$ cat src/rtl/lc_pkg.sv
package lc_pkg;
  localparam int LANES = 4;
  localparam int SW    = $clog2(LANES);

  typedef enum logic [1:0] {
    ACT_IDLE,
    ACT_DROP,
    ACT_FILL,
    ACT_PASS
  } act_e;
endpackage

$ cat src/rtl/lc_lane_fifo.sv
module lc_lane_fifo #(
  parameter  int DW    = 16,
  parameter  int DEPTH = 8,
  localparam int AW    = $clog2(DEPTH),
  localparam int CW    = $clog2(DEPTH + 1)
) (
  input  logic          clk,
  input  logic          rst_n,
  input  logic          push,
  input  logic [DW-1:0] push_dat,
  input  logic          push_k,
  input  logic          pop,
  output logic [DW-1:0] head_dat,
  output logic          head_k,
  output logic [CW-1:0] count,
  output logic          ovf
);
  logic [DW:0]   mem [DEPTH];
  logic [AW-1:0] wp_q, wp_d, rp_q, rp_d;
  logic [CW-1:0] cnt_q, cnt_d;
  logic          full, wr_ok;

  always_comb begin
    full  = (cnt_q == CW'(DEPTH));
    wr_ok = push && (!full || pop);
    ovf   = push && full && !pop;
    wp_d  = wr_ok ? AW'(wp_q + 1'b1) : wp_q;
    rp_d  = pop ? AW'(rp_q + 1'b1) : rp_q;
    cnt_d = cnt_q;
    if (wr_ok && !pop) cnt_d = cnt_q + 1'b1;
    else if (!wr_ok && pop) cnt_d = cnt_q - 1'b1;
  end

  always_ff @(posedge clk) begin
    if (wr_ok) mem[wp_q] <= {push_k, push_dat};
  end

  always_ff @(posedge clk or negedge rst_n) begin
    if (!rst_n) begin
      wp_q  <= '0;
      rp_q  <= '0;
      cnt_q <= '0;
    end else begin
      wp_q  <= wp_d;
      rp_q  <= rp_d;
      cnt_q <= cnt_d;
    end
  end

  assign {head_k, head_dat} = mem[rp_q];
  assign count              = cnt_q;

  assert_no_pop_empty_R9: assert property (@(posedge clk) disable iff (!rst_n)
    pop |-> (cnt_q != '0));
  assert_count_bound_R8: assert property (@(posedge clk) disable iff (!rst_n)
    cnt_q <= CW'(DEPTH));
endmodule

$ cat src/rtl/lc_read_ctrl.sv
module lc_read_ctrl
  import lc_pkg::*;
#(
  parameter  int         DW       = 16,
  parameter  int         DEPTH    = 8,
  parameter  int         HI_WM    = 16,
  parameter  int         LO_WM    = 8,
  parameter  int         LANE_HI  = 4,
  parameter  int         LANE_LO  = 2,
  parameter  logic [7:0] SKIP_PAT = 8'hF7,
  localparam int         CW       = $clog2(DEPTH + 1),
  localparam int         TW       = $clog2(LANES * DEPTH + 1)
) (
  input  logic                      clk,
  input  logic                      rst_n,
  input  logic                      trunk_mode,
  input  logic [LANES-1:0][CW-1:0]  lane_cnt,
  input  logic [LANES-1:0][DW-1:0]  head_dat,
  input  logic [LANES-1:0]          head_k,
  output logic [LANES-1:0]          pop,
  output logic [LANES-1:0]          unf,
  output logic                      out_vld,
  output logic [DW-1:0]             out_dat,
  output logic                      out_k,
  output logic [SW-1:0]             out_lane
);
  logic [SW-1:0]    sel_q, sel_d;
  logic             gskip_q, gskip_d;
  logic [LANES-1:0] lskip_q, lskip_d;
  logic [TW-1:0]    total;
  logic [CW-1:0]    sel_cnt;
  logic             sel_empty, h_skip, skip_flag;
  act_e             act;
  logic             vld_d, k_d;
  logic [DW-1:0]    dat_d;

  always_comb begin
    total = '0;
    for (int i = 0; i < LANES; i++) total = total + TW'(lane_cnt[i]);
    sel_cnt   = lane_cnt[sel_q];
    sel_empty = (sel_cnt == '0);
    h_skip    = head_k[sel_q] && (head_dat[sel_q][7:0] == SKIP_PAT);
    skip_flag = trunk_mode ? lskip_q[sel_q] : gskip_q;
    act       = ACT_IDLE;
    unf       = '0;
    if (trunk_mode) begin
      if (!sel_empty && h_skip && sel_cnt > CW'(LANE_HI)) act = ACT_DROP;
      else if (skip_flag && sel_cnt < CW'(LANE_LO))       act = ACT_FILL;
      else if (!sel_empty)                                act = ACT_PASS;
    end else begin
      if (!sel_empty && h_skip && total > TW'(HI_WM))     act = ACT_DROP;
      else if (skip_flag && total < TW'(LO_WM))           act = ACT_FILL;
      else if (!sel_empty)                                act = ACT_PASS;
      else unf[sel_q] = (total != '0);
    end
  end

  always_comb begin
    pop     = '0;
    sel_d   = sel_q;
    gskip_d = gskip_q;
    lskip_d = lskip_q;
    vld_d   = 1'b0;
    k_d     = 1'b0;
    dat_d   = '0;
    if (trunk_mode || act == ACT_DROP || act == ACT_PASS) sel_d = sel_q + 1'b1;
    case (act)
      ACT_DROP: pop[sel_q] = 1'b1;
      ACT_FILL: begin
        vld_d = 1'b1;
        k_d   = 1'b1;
        dat_d = DW'(SKIP_PAT);
        if (trunk_mode) lskip_d[sel_q] = 1'b0;
        else            gskip_d        = 1'b0;
      end
      ACT_PASS: begin
        pop[sel_q] = 1'b1;
        vld_d      = 1'b1;
        k_d        = head_k[sel_q];
        dat_d      = head_dat[sel_q];
        if (trunk_mode) lskip_d[sel_q] = h_skip;
        else            gskip_d        = h_skip;
      end
      default: ;
    endcase
  end

  always_ff @(posedge clk or negedge rst_n) begin
    if (!rst_n) begin
      sel_q    <= '0;
      gskip_q  <= 1'b0;
      lskip_q  <= '0;
      out_vld  <= 1'b0;
      out_dat  <= '0;
      out_k    <= 1'b0;
      out_lane <= '0;
    end else begin
      sel_q    <= sel_d;
      gskip_q  <= gskip_d;
      lskip_q  <= lskip_d;
      out_vld  <= vld_d;
      out_dat  <= dat_d;
      out_k    <= k_d;
      out_lane <= sel_q;
    end
  end

  assert_single_pop_R2: assert property (@(posedge clk) disable iff (!rst_n)
    $onehot0(pop));
  assert_trunk_advance_R5: assert property (@(posedge clk) disable iff (!rst_n)
    trunk_mode |=> (sel_q == $past(sel_q) + 1'b1));
  assert_unf_striped_only_R9: assert property (@(posedge clk) disable iff (!rst_n)
    (|unf) |-> (!trunk_mode && !out_vld_next_idle_chk(vld_d)));

  function automatic logic out_vld_next_idle_chk(input logic v);
    return v;
  endfunction
endmodule

$ cat src/rtl/lane_combiner.sv
module lane_combiner
  import lc_pkg::*;
#(
  parameter  int         DW       = 16,
  parameter  int         DEPTH    = 8,
  parameter  int         HI_WM    = 16,
  parameter  int         LO_WM    = 8,
  parameter  logic [7:0] SKIP_PAT = 8'hF7,
  localparam int         CW       = $clog2(DEPTH + 1),
  localparam int         LANE_HI  = HI_WM / LANES,
  localparam int         LANE_LO  = LO_WM / LANES
) (
  input  logic                  clk,
  input  logic                  rst_n,
  input  logic                  trunk_mode,
  input  logic [LANES-1:0]      lane_vld,
  input  logic [LANES*DW-1:0]   lane_dat,
  input  logic [LANES-1:0]      lane_k,
  input  logic                  err_clr,
  input  logic                  lpbk_en,
  input  logic                  host_tx_vld,
  input  logic [DW-1:0]         host_tx_dat,
  input  logic                  host_tx_k,
  output logic                  out_vld,
  output logic [DW-1:0]         out_dat,
  output logic                  out_k,
  output logic [SW-1:0]         out_lane,
  output logic                  tx_vld,
  output logic [DW-1:0]         tx_dat,
  output logic                  tx_k,
  output logic [LANES-1:0]      err_ovf,
  output logic [LANES-1:0]      err_unf
);
  logic [LANES-1:0][CW-1:0] cnt;
  logic [LANES-1:0][DW-1:0] hdat;
  logic [LANES-1:0]         hk, pop, ovf_p, unf_p;
  logic [LANES-1:0]         ovf_q, ovf_d, unf_q, unf_d;

  for (genvar g = 0; g < LANES; g++) begin : g_lane
    lc_lane_fifo #(.DW(DW), .DEPTH(DEPTH)) u_fifo (
      .clk      (clk),
      .rst_n    (rst_n),
      .push     (lane_vld[g]),
      .push_dat (lane_dat[g*DW +: DW]),
      .push_k   (lane_k[g]),
      .pop      (pop[g]),
      .head_dat (hdat[g]),
      .head_k   (hk[g]),
      .count    (cnt[g]),
      .ovf      (ovf_p[g])
    );

    assert_ovf_sticky_R8: assert property (@(posedge clk) disable iff (!rst_n)
      (ovf_q[g] && !err_clr) |=> ovf_q[g]);
    assert_unf_sticky_R9: assert property (@(posedge clk) disable iff (!rst_n)
      (unf_q[g] && !err_clr) |=> unf_q[g]);
  end

  lc_read_ctrl #(
    .DW(DW), .DEPTH(DEPTH), .HI_WM(HI_WM), .LO_WM(LO_WM),
    .LANE_HI(LANE_HI), .LANE_LO(LANE_LO), .SKIP_PAT(SKIP_PAT)
  ) u_ctrl (
    .clk        (clk),
    .rst_n      (rst_n),
    .trunk_mode (trunk_mode),
    .lane_cnt   (cnt),
    .head_dat   (hdat),
    .head_k     (hk),
    .pop        (pop),
    .unf        (unf_p),
    .out_vld    (out_vld),
    .out_dat    (out_dat),
    .out_k      (out_k),
    .out_lane   (out_lane)
  );

  always_comb begin
    ovf_d = (err_clr ? '0 : ovf_q) | ovf_p;
    unf_d = (err_clr ? '0 : unf_q) | unf_p;
  end

  always_ff @(posedge clk or negedge rst_n) begin
    if (!rst_n) begin
      ovf_q <= '0;
      unf_q <= '0;
    end else begin
      ovf_q <= ovf_d;
      unf_q <= unf_d;
    end
  end

  assign err_ovf = ovf_q;
  assign err_unf = unf_q;
  assign tx_vld  = lpbk_en ? out_vld : host_tx_vld;
  assign tx_dat  = lpbk_en ? out_dat : host_tx_dat;
  assign tx_k    = lpbk_en ? out_k   : host_tx_k;

  assert_clr_R10: assert property (@(posedge clk) disable iff (!rst_n)
    (err_clr && !(|ovf_p)) |=> (err_ovf == '0));
endmodule

$ cat config.mk
export PLATFORM = sky130hd
export DESIGN_NAME = lane_combiner
export DESIGN_NICKNAME = d
export VERILOG_FILES = /design/src/rtl/lc_pkg.sv /design/src/rtl/lc_lane_fifo.sv /design/src/rtl/lc_read_ctrl.sv /design/src/rtl/lane_combiner.sv
export SDC_FILE = /design/constraint.sdc
export NUM_CORES = 1
export LEC_CHECK = 0
export BUFFER_PORTS_ARGS = -buffer_cell sky130_fd_sc_hd__buf_4
export CAP_MARGIN = 20
export CORE_ASPECT_RATIO = 1.25
export CORE_UTILIZATION = 35
export CTS_CLUSTER_DIAMETER = 40
export DETAILED_ROUTE_END_ITERATION = 7
export SYNTH_ARGS = -nofsm -noshare
export SYNTH_HDL_FRONTEND = slang
export SYNTH_SLANG_ARGS = --single-unit
$ cat constraint.sdc
create_clock -name clk -period 6.44 [get_ports clk]
set_clock_uncertainty 0.15 [all_clocks]
set_input_delay 0.322 -clock clk [delete_from_list [all_inputs] [get_ports clk]]
set_output_delay 0.322 -clock clk [all_outputs]
set_load 0.02 [all_outputs]
==> results of run 1 <==
==> layer usage <==
layer,track usage,share of wire,vias to the layer above
met5,0,0.00052,-
li1,-,-,5869
met3,0.0264,0.047,88
met2,0.279,0.52,329
met1,0.206,0.41,6924
met4,0.0512,0.023,4
==> cell families after synthesis <==
logic type      count (synthesis)  share of synthesized area
fa+ha+maj                      42                     0.0234
xor+xnor                       35                     0.0120
compound gates                 92                     0.0261
buf+inv                        96                     0.0212
mux                           236                      0.167
flops                         619                      0.710
simple gates                  192                     0.0403
==> repair_timing <==
item / CTS / global route
endpoints found under the hold margin: 634 / 0
hold buffers: 76 / 0
setup buffers: 0 / 0
==> through the flow <==
stage	cells	util	hold WS, ns
2_1_floorplan	1312	-	-0.124
3_3_place_gp	2397	0.386	-0.0326
3_5_place_dp	2397	0.386	-0.0279
4_1_cts	2602	0.429	0.0197
5_1_grt	2603	0.429	0.0162
6_report	2603	0.429	0.0410
==> flip-flops by register name, summed over array words and instances (netlist names) <==
| register | flops |
|---|---|
| g_lane.u_fifo.mem | 544 |
| g_lane.u_fifo.count | 16 |
| u_ctrl.out_dat | 16 |
| g_lane.u_fifo.rp_q | 12 |
| g_lane.u_fifo.wp_q | 12 |
| err_ovf | 4 |
| err_unf | 4 |
| u_ctrl.lskip_q | 4 |
| u_ctrl.out_lane | 2 |
| u_ctrl.sel_q | 2 |
| u_ctrl.gskip_q | 1 |
| u_ctrl.out_k | 1 |
| u_ctrl.out_vld | 1 |
==> power by group through the flow <==
| stage | Clock, mW | Sequential [mW] | Combinational [mW] |
|---|---|---|---|
| floorplan | 0 | 5.56 | 3.98 |
| global placement | 0 | 5.72 | 5.53 |
| detailed placement | 0 | 5.76 | 5.63 |
| CTS | 4.02 | 5.68 | 5.69 |
| global route | 4.16 | 5.75 | 6.06 |
| finish | 3.94 | 5.67 | 5.62 |
==> cells in the final DEF (no fill, tap or decap), types with 5 or more instances in the layout <==
master / n
xnor2_1: 28
o32ai_1: 8
clkinvlp_4: 9
mux2i_1: 50
nor2_1: 39
clkbuf_16: 76
ha_1: 32
inv_1: 40
o22ai_1: 28
mux2_2: 43
mux4_1: 17
inv_6: 10
dlygate4sd3_1: 76
nor2b_1: 6
clkinv_1: 9
nor3_2: 8
dfrtp_1: 71
clkbuf_1: 9
edfxtp_1: 544
a21oi_1: 8
nand2_1: 52
nor4_1: 6
buf_4: 189
a21o_1: 9
fa_1: 10
clkinv_4: 5
xor2_1: 7
o21ai_0: 10
nand3_1: 15
nand2b_1: 25
mux4_2: 126
==> path summary, 6_finish.rpt <==
check	from	endpoint	slack, ns	depth (start not counted)
max	g_lane[0].u_fifo.count[0]$_DFFE_PN0P_	g_lane[2].u_fifo.count[3]$_DFFE_PN0P_	0.96	23
min in group asynchronous	rst_n	g_lane[2].u_fifo.wp_q[1]$_DFFE_PN0P_	0.39	3
min	lane_vld[0]	err_ovf[0]$_DFF_PN0_	0.04	3
max in group asynchronous	rst_n	g_lane[3].u_fifo.rp_q[0]$_DFFE_PN0P_	5.04	3
min reg2reg	u_ctrl.lskip_q[0]$_DFFE_PN0P_	u_ctrl.lskip_q[0]$_DFFE_PN0P_	0.34	1
max reg2reg	g_lane[0].u_fifo.count[0]$_DFFE_PN0P_	g_lane[2].u_fifo.count[3]$_DFFE_PN0P_	0.96	23
==> cell type report <==
| type | instances | area (um2) |
|---|---|---|
| diodes | 1 | 2.50 |
| clock buffers | 86 | 1950 |
| clock inverters | 43 | 384 |
| fillers | 6294 | 41200 |
| inverters | 40 | 150 |
| multi-input cells | 597 | 6950 |
| flip-flops and latches | 619 | 18200 |
| well taps | 952 | 1190 |
| repair buffers | 265 | 2180 |
==> critical path: cells and delay by family, from the launching register on <==
kind	cells	cell delay [ns]
adders and majority gates	7	2.28
and+or+nand+nor	6	1.18
AOI/OAI and AO/OA	3	0.58
DFF	1	0.47
buffers and inverters	5	0.47
xor gates and xnor gates	2	0.25
==> results by group, run 1 <==
Synth
  – Cell taking the most area after synthesis: edfxtp_1
  – Synthesized instance count: 1312
  – Mapped Nets: 1449
  – Post-synth EDFFs: 544
  – Asr flop ratio synth: 0.121
  – Sequential fraction of the synthesis area: 0.710
  – Top post-synthesis cells by area: edfxtp_1, mux4_2, dfrtp_1
  – Synth top area share: 0.637
  – Count leader, synth: edfxtp_1
  – Yosys cell types: 69
  – Top post-synthesis cells by count: edfxtp_1, mux4_2, dfrtp_1
  – Count of state elements after synthesis: 619
  – Dominant synthesized flop cell: edfxtp_1
  – Synthesized area: 25600 um2
  – Yosys warning total: 0
  – Mapped Avg Cell Area: 19.5 um2

Clock network
  – Cts bufs inserted: 73
  – CTS Buffer Depth: 3
  – Worst-path clk slew: 0.06 ns
  – Clock sink count: 619
  – H-tree levels: 3
  – Post-CTS Resized: 0
  – Clock root cell: clkbuf_16
  – Clk_lat worst skew: 0.62 ns
  – CTS tree: done

Route
  – Total Routed Length: 59600 um
  – Drt wl/cell: 22.9 um
  – Via count: 13200
  – First DRT Iteration DRCs: 1030
  – DR DRC count: 0
  – Number of routed nets with antenna violations: 0
  – Vias per cell: 5.08
  – Initial DRT Pass Iterations: 5

Power and ir drop
  – Internal power: 9.94 mW
  – Leakage: 10.8 nW
  – Power Density: 491 nW/um2
  – VDD IR-drop max: 0.224 mV
  – Switching share of power: 0.347
  – Logic gate share of total power: 0.369
  – Clock power share: 0.259
  – Overall power: 15.2 mW
  – P_sw: 5.29 mW
  – Flop pwr share: 0.372

STA
  – RSZ-0062 raised after global routing: false
  – Final hold vios: 0
  – Setup TNS: 0 ns
  – Slack of the critical path: 0.958 ns
  – Slew Viols, Final: 0
  – Minimum clock period: 5.48 ns
  – # setup viols final: 0
  – Slew HR: 0.303
  – Period utilization: 0.851
  – Fmax: 182 MHz
  – Actual slew at the worst max-slew pin: 1.04 ns

Global routing
  – Initial antenna violation count: 3
  – Global-route wire length before repair: 88600 um
  – Vias in the first global route: 13700
  – Gr usage total: 0.161
  – Grt ovf: 0
  – Largest net degree at the start of global routing: 74

Flow run
  – Max Cap Violations: 0

Critical path
  – Crit Path Class: flip-flop to flip-flop
  – Arrival time worst endpoint: 5.84 ns
  – Most used cell, CP: inv_1
  – Slowest stage delay, CP: 0.48 ns
  – CP max-delay cell: fa_1
  – CP Max Fanout: 6
  – Critical Path End Type: flip-flop
  – Worst setup SP type: flip-flop
  – WP data required: 6.79 ns
  – Worst path cell trace: ha_1, fa_1, inv_1, fa_1, inv_1, ha_1, inv_1, fa_1, nand2b_1, o21ai_0, nand4_1, nand3_1, nand2_1, nand2_1, inv_1, ha_1, inv_1, ha_1, a21o_1, a21oi_1, xnor2_1, nor2_1, xnor2_1

Finish
  – Share of cells above drive strength 1: 0.304
  – Area growth syn-to-layout: 21.0%
  – Fin nets: 1733
  – Finished layout cell area: 31000 um2

Placement
  – Port Buf Inserts: 140
  – Placed inst area: 27900 um2
  – GP Congestion: 0.864
  – DP HPWL: 38600 um
  – Dpl ws: 0.983 ns

Worst hold path
  – Worst hold path type: input port to flip-flop

Die
  – Total die area: 74300 um2
  – # rows: 110
  – Die Wd: 244 um
  – Die height: 305 um
  – Starting Density: 0.355
  – Top-Level Pins: 141
  – Core footprint: 72300 um2

Status
  – Status: finished, final reports clean
No activity file was read; power rests on OpenSTA's default activity.
==> run 2: changes to the inputs <==
--- a/config.mk
+++ b/config.mk
@@ -11,6 +11,8 @@
 export CORE_UTILIZATION = 35
 export CTS_CLUSTER_DIAMETER = 40
 export DETAILED_ROUTE_END_ITERATION = 7
+export PLACE_DENSITY_LB_ADDON = 0.08
+export SKIP_LAST_GASP = 1
 export SYNTH_ARGS = -nofsm -noshare
 export SYNTH_HDL_FRONTEND = slang
 export SYNTH_SLANG_ARGS = --single-unit
==> constraint.sdc (replaced) <==
create_clock -name clk -period 6.3 [get_ports clk]
set_clock_uncertainty 0.15 [all_clocks]
set_input_delay 0.315 -clock clk [delete_from_list [all_inputs] [get_ports clk]]
set_output_delay 0.315 -clock clk [all_outputs]
set_load 0.02 [all_outputs]
==> results by group, run 2 (synthesis gave the netlist of run 1 again) <==
Clock network
  – CTS Buffer Depth: 3 (unchanged)
  – Clk_lat worst skew: 0.64 ns (+0.02 ns)
  – Post-CTS Setup Bufs: 0 (unchanged)
  – Cts bufs inserted: 91 (+25%)
  – Worst-path clk slew: 0.05 ns (about the same)
  – Clock root cell: clkbuf_16
  – CTS tree: done
  – Post-CTS Resized: 0 (unchanged)
  – H-tree levels: 3 (unchanged)
  – Clock sink count: 619 (unchanged)

Finish
  – Ant. Diodes: 0 (-1)
  – Non-filler cells, final: 2647 (+1.7%)
  – Largest Register: g_lane.u_fifo.mem
  – Max reg flops: 544 (unchanged)
  – Area growth syn-to-layout: 24.3%
  – Share of cells above drive strength 1: 0.319 (+0.0149)
  – Fill count: 6351 (+0.91%)
  – Commonest non-fill, non-tap cell in the layout: edfxtp_1
  – Commonest non-fill, non-tap cells in the layout: edfxtp_1, buf_4, mux4_2, clkbuf_16, dlygate4sd3_1
  – Fin nets: 1755 (+1.3%)

Die
  – Die height: 305 um (unchanged)
  – Total die area: 74300 um2 (unchanged)
  – Top-Level Pins: 141 (unchanged)
  – Starting Density: 0.355 (unchanged)
  – Die Wd: 244 um (unchanged)
  – Core footprint: 72300 um2 (unchanged)
  – # rows: 110 (unchanged)

Global routing
  – Initial antenna violation count: 2 (-1)
  – Grt ovf: 0 (unchanged)
  – Global-route wire length before repair: 96500 um (+8.9%)
  – Gr usage total: 0.178 (+0.0170)
  – Vias in the first global route: 14300 (+4.4%)
  – Largest net degree at the start of global routing: 59 (-20%)

STA
  – Slack of the critical path: 1.04 ns (+0.0777 ns)
  – RSZ-0062 raised after global routing: false
  – Slew Viols, Final: 0 (unchanged)
  – WHS: 0.0333 ns (-0.00774 ns)
  – Setup TNS: 0 ns (unchanged)
  – Period utilization: 0.836 (-0.0156)
  – Final hold vios: 0 (unchanged)
  – Minimum clock period: 5.26 ns (-0.218 ns)
  – Slew HR: 0.357 (+0.0546)
  – Actual slew at the worst max-slew pin: 0.960 ns (-0.0815 ns)
  – Fmax: 190 MHz (+4.1%)
  – # setup viols final: 0 (unchanged)

Critical path
  – CP Max Fanout: 6 (unchanged)
  – WP data required: 6.65 ns (-0.14 ns)
  – Critical Path End Type: flip-flop
  – Crit Path Class: flip-flop to flip-flop
  – Arrival time worst endpoint: 5.61 ns (-0.23 ns)
  – Worst setup SP type: flip-flop

Placement
  – DP HPWL: 42600 um (+10%)
  – Placed Instances: 2400 (+0.13%)
  – Port Buf Inserts: 140 (unchanged)
  – GP Congestion: 0.769 (-11%)
  – Dpl ws: 1.05 ns (+0.0666 ns)

Route
  – Via count: 13300 (+0.64%)
  – Number of routed nets with antenna violations: 0 (unchanged)
  – Initial DRT Pass Iterations: 5 (unchanged)
  – Total Routed Length: 64800 um (+8.7%)
  – DR DRC count: 0 (unchanged)
  – Vias per cell: 5.02 (-1.0%)
  – First DRT Iteration DRCs: 898 (-13%)
  – Drt wl/cell: 24.5 um (+6.9%)

Flow run
  – Max Cap Violations: 0 (unchanged)

Worst hold path
  – Worst hold path type: input port to flip-flop

Power and ir drop
  – VDD IR-drop max: 0.294 mV (+31%)
  – Power Density: 527 nW/um2 (+7.3%)
  – Leakage: 11.2 nW (+4.0%)

Status
  – Status: finished, final reports clean
## run 2: worst paths after layout
check / slack, ns / cells past startpoint / startpoint / end
setup reg to reg: 1.04 / 23 / g_lane[0].u_fifo.count[0]$_DFFE_PN0P_ / g_lane[2].u_fifo.count[3]$_DFFE_PN0P_
hold reg to reg: 0.33 / 1 / u_ctrl.lskip_q[2]$_DFFE_PN0P_ / u_ctrl.lskip_q[2]$_DFFE_PN0P_
hold / removal: 0.03 / 3 / lane_vld[3] / err_ovf[3]$_DFF_PN0_
max in group asynchronous: 4.63 / 3 / rst_n / g_lane[2].u_fifo.rp_q[0]$_DFFE_PN0P_
setup / recovery: 1.04 / 23 / g_lane[0].u_fifo.count[0]$_DFFE_PN0P_ / g_lane[2].u_fifo.count[3]$_DFFE_PN0P_
min in group asynchronous: 0.27 / 3 / rst_n / g_lane[1].u_fifo.count[3]$_DFFE_PN0P_
## run 2: critical path: stages (launching register included)
cell and delay, ns:
dfrtp_1 0.46, ha_1 0.27, fa_1 0.48, inv_1 0.05
fa_1 0.43, inv_1 0.06, ha_1 0.15, inv_1 0.06
fa_1 0.47, nand2b_1 0.21, o21ai_0 0.24, nand4_1 0.15
nand3_1 0.25, nand2_1 0.08, nand2_1 0.22, inv_1 0.15
ha_1 0.25, inv_1 0.11, ha_1 0.24, a21o_1 0.17
a21oi_1 0.16, xnor2_1 0.13, nor2_1 0.06, xnor2_1 0.12
## run 2: area by class of cell
| cell class | count | area (um2) | area share |
|---|---|---|---|
| Clock buffer | 108 | 2380 | 0.0747 |
| Timing Repair Buffer | 269 | 2250 | 0.0706 |
| Inverter | 40 | 150 | 0.00471 |
| Multi-Input combinational cell | 597 | 6950 | 0.218 |
| Tap cell | 952 | 1190 | 0.0374 |
| Sequential cell | 619 | 18200 | 0.572 |
| Clock inverter | 62 | 733 | 0.0230 |
## run 2: through the flow
| step | total power, mW | area (um2) | util |
|---|---|---|---|
| global placement | 11.8 | 28000 | 0.387 |
| global route | 17.7 | 31900 | 0.441 |
| floorplan | 9.75 | 25600 | - |
| detailed placement | 11.8 | 28000 | 0.387 |
| CTS | 17.1 | 31900 | 0.441 |
| finish | 16.8 | 31900 | 0.441 |
## run 2: where the power goes
part           total (mW)  switching [mW]  internal [mW]
sequential           5.86           0.594           5.27
combinational        5.79            3.21           2.58
clock                5.14            1.90           3.23
total                16.8            5.71           11.1
## run 2: routing by layer
metal / share of wire / global-route usage / up-vias
met5: 0.00028 / 0 / -
met1: 0.44 / 0.232 / 6972
met3: 0.040 / 0.0334 / 103
met2: 0.50 / 0.299 / 295
li1: - / - / 5927
met4: 0.028 / 0.0593 / 2
## run 2: timing repair
action	4_1_cts	5_1_grt
endpoints found under the setup margin	0	0
hold buffers	77	0
endpoints found under the hold margin	571	0
==> run 3: changes to the inputs <==
--- a/config.mk
+++ b/config.mk
@@ -5,6 +5,7 @@
 export SDC_FILE = /design/constraint.sdc
 export NUM_CORES = 1
 export LEC_CHECK = 0
+export ABC_AREA = 1
 export BUFFER_PORTS_ARGS = -buffer_cell sky130_fd_sc_hd__buf_4
 export CAP_MARGIN = 20
 export CORE_ASPECT_RATIO = 1.25
==> constraint.sdc (replaced) <==
create_clock -name clk -period 4.8 [get_ports clk]
set_clock_uncertainty 0.15 [all_clocks]
set_input_delay 0.24 -clock clk [delete_from_list [all_inputs] [get_ports clk]]
set_output_delay 0.24 -clock clk [all_outputs]
set_load 0.02 [all_outputs]
==> results by group, run 3 <==
Status
  – Status: finished, final reports clean

Synth
  – Top post-synthesis cells by count: edfxtp_1, nand2_1, nand3_1
  – Dominant synthesized flop cell: edfxtp_1
  – Sequential fraction of the synthesis area: 0.685 (-0.0258)
  – Yosys warning total: 0 (unchanged)
  – Mapped Avg Cell Area: 12.1 um2 (-38%)
  – Asr flop ratio synth: 0.121 (unchanged)
  – Synth top area share: 0.614 (-0.0232)
  – Yosys cell types: 48 (-30%)
  – Synthesized area: 26600 um2 (+3.8%)
  – Count leader, synth: edfxtp_1
  – Top post-synthesis cells by area: edfxtp_1, nand2_1, dfrtp_1
  – Cell taking the most area after synthesis: edfxtp_1
  – Count of state elements after synthesis: 619 (unchanged)
  – Mapped Nets: 2335 (+61%)
  – Synthesized instance count: 2198 (+68%)
  – Post-synth EDFFs: 544 (unchanged)

Finish
  – Commonest non-fill, non-tap cell in the layout: edfxtp_1
  – Commonest non-fill, non-tap cells in the layout: edfxtp_1, nand2_1, buf_4, nand3_1, nor2_1
  – Fill count: 6880 (+8.3%)
  – Share of cells above drive strength 1: 0.211 (-0.108)
  – Fin nets: 2633 (+50%)
  – Area growth syn-to-layout: 25.2%
  – Max reg flops: 544 (unchanged)
  – Largest Register: g_lane.u_fifo.mem

Global routing
  – Vias in the first global route: 17500 (+22%)
  – Initial antenna violation count: 0 (-2)
  – Global-route wire length before repair: 111000 um (+15%)
  – Grt ovf: 0 (unchanged)
  – Largest net degree at the start of global routing: 73 (+24%)
  – Gr usage total: 0.194 (+0.0153)

Power and ir drop
  – VDD IR-drop max: 0.341 mV (+16%)
  – Power Density: 705 nW/um2 (+34%)
  – Leakage: 12.6 nW (+12%)
  – Overall power: 23.5 mW (+40%)

Clock network
  – Cts bufs inserted: 95 (+4.4%)
  – Worst-path clk slew: 0.05 ns (about the same)
  – Clock sink count: 619 (unchanged)
  – CTS tree: done
  – Clk_lat worst skew: 0.65 ns (about the same)
  – H-tree levels: 3 (unchanged)
  – Clock root cell: clkbuf_16
  – CTS Buffer Depth: 3 (unchanged)

Critical path
  – Arrival time worst endpoint: 4.97 ns (-0.64 ns)
  – Critical Path End Type: flip-flop
  – Reg-to-reg slack, setup: 0.19 ns (-0.85 ns)
  – Critical R2R Launch: g_lane[1].u_fifo.count[0]$_DFFE_PN0P_
  – WP data required: 5.16 ns (-1.49 ns)
  – Slowest stage delay, CP: 0.52 ns (+0.04 ns)
  – CP Max Fanout: 8 (+2)
  – Worst setup SP type: flip-flop
  – Reg2Reg Depth: 28 (+22%)
  – CP max-delay cell: fa_2
  – Worst reg2reg endpoint: g_lane[3].u_fifo.count[3]$_DFFE_PN0P_
  – Crit Path Class: flip-flop to flip-flop

Route
  – Vias per cell: 4.97 (-0.99%)
  – Number of routed nets with antenna violations: 0 (unchanged)
  – Total Routed Length: 74200 um (+15%)
  – Via count: 17600 (+33%)
  – Drt wl/cell: 20.9 um (-14%)
  – DR DRC count: 0 (unchanged)
  – First DRT Iteration DRCs: 1195 (+33%)
  – Initial DRT Pass Iterations: 5 (unchanged)

STA
  – RSZ-0062 raised after global routing: true
  – Final hold vios: 0 (unchanged)
  – Slack of the critical path: 0.190 ns (-0.846 ns)
  – Actual slew at the worst max-slew pin: 0.946 ns (-0.0142 ns)
  – Minimum clock period: 4.61 ns (-0.654 ns)
  – Slew HR: 0.362 (+0.00419)
  – Setup TNS: 0 ns (unchanged)
  – WHS: 0.0127 ns (-0.0205 ns)
  – Period utilization: 0.960 (+0.125)
  – Fmax: 217 MHz (+14%)
  – # setup viols final: 0 (unchanged)
  – Slew Viols, Final: 0 (unchanged)

Placement
  – DP HPWL: 45000 um (+5.8%)
  – Dpl ws: -0.0524 ns (-1.10 ns)
  – Port Buf Inserts: 140 (unchanged)
  – GP Congestion: 0.814 (+5.9%)

Die
  – Core footprint: 75000 um2 (+3.8%)
  – Starting Density: 0.355 (about the same)
  – Total die area: 77100 um2 (+3.7%)
  – Die Wd: 249 um (+1.9%)
  – Top-Level Pins: 141 (unchanged)
  – # rows: 112 (+1.8%)
  – Die height: 310 um (+1.9%)

Worst hold path
  – Worst hold path type: input port to asynchronous set/reset pin

Flow run
  – Max Cap Violations: 0 (unchanged)
==> run 3: cell types whose count changed in the layout (fill, tap and decap cells not counted), sizes merged, moves of 50 or more <==
| cell | delta |
|---|---|
| a21oi | +115 |
| inv | +61 |
| nand2 | +492 |
| o21ai | +91 |
| mux4 | -143 |
| nor2 | +144 |
| nand3 | +152 |
| mux2i | -50 |
==> run 3: critical path, delay by kind of cell (launching register included) <==
kind | cells | cell delay, ns
buf+inv | 6 | 0.38
compound gates | 3 | 0.53
simple gates | 11 | 0.85
flops | 1 | 0.38
xor+xnor | 1 | 0.13
fa+ha+maj | 7 | 2.06
==> run 3: where the power goes <==
part	internal (mW)	total, mW	switching [mW]
Clock	4.36	6.92	2.56
Combinational	3.13	9.21	6.08
Sequential	6.90	7.37	0.473
==> run 3: worst max path at each step <==
stage	startpoint	to	slack [ns]	cells past startpoint
6_report	g_lane[1].u_fifo.count[0]$_DFFE_PN0P_	g_lane[3].u_fifo.count[3]$_DFFE_PN0P_	0.19	28
5_1_grt	g_lane[1].u_fifo.count[0]$_DFFE_PN0P_	g_lane[3].u_fifo.count[3]$_DFFE_PN0P_	-0.08	28
4_1_cts	g_lane[0].u_fifo.count[2]$_DFFE_PN0P_	g_lane[1].u_fifo.count[3]$_DFFE_PN0P_	0.04	29
3_5_place_dp	g_lane[0].u_fifo.count[0]$_DFFE_PN0P_	g_lane[1].u_fifo.count[3]$_DFFE_PN0P_	-0.05	28
3_3_place_gp	g_lane[0].u_fifo.count[0]$_DFFE_PN0P_	g_lane[1].u_fifo.count[3]$_DFFE_PN0P_	0.05	28
2_1_floorplan	g_lane[0].u_fifo.count[0]$_DFFE_PN0P_	g_lane[2].u_fifo.mem[1][0]$_DFFE_PP_	0.11	21
==> run 3: metal layers <==
layer / wire length (um) / GRT usage / vias up
met5: 0 / 0 / -
met4: 2170 / 0.0786 / 0
met3: 3510 / 0.0317 / 111
met2: 36300 / 0.328 / 442
li1: - / - / 8401
met1: 32300 / 0.248 / 8675
==> run 3: logic make-up (layout without fill, tap and decap cells) <==
kind of cell    after synthesis  after routing  synth area share
compound gates              349            349            0.0835
xor+xnor                     29             29            0.0107
fa+ha+maj                    42             42            0.0226
buf+inv                     232            608            0.0460
flops                       619            619             0.685
mux                          18             18           0.00762
other cells                   0              1                 0
simple gates                909            909             0.145
==> run 3: cell type report <==
cell class | count | area, um2 | area share
Timing Repair Buffer | 319 | 2860 | 0.0858
Clock buffer | 104 | 2480 | 0.0746
Inverter | 114 | 444 | 0.0133
Antenna cell | 1 | 2.50 | 0.0000751
Sequential cell | 619 | 18200 | 0.547
Tap cell | 969 | 1210 | 0.0364
Clock inverter | 71 | 768 | 0.0231
Multi-Input combinational cell | 1347 | 7320 | 0.220
==> run 3: stage by stage <==
step                      cell area, um2   util  instances
final                              33300  0.444       3544
after global routing               33300  0.444       3543
after CTS                          33100  0.442       3535
after detailed placement           29100  0.388       3281
after global placement             29000  0.387       3280
after floorplan                    26600      -       2198
==> run 3: timing repair <==
item                                    in CTS  in global routing
setup buffers                                1                  7
endpoints found under the setup margin       4                  4
pin swaps                                    1                 26
hold buffers                                78                  0
hold endpoints to repair                   606                  0
resized for setup                            2                 29
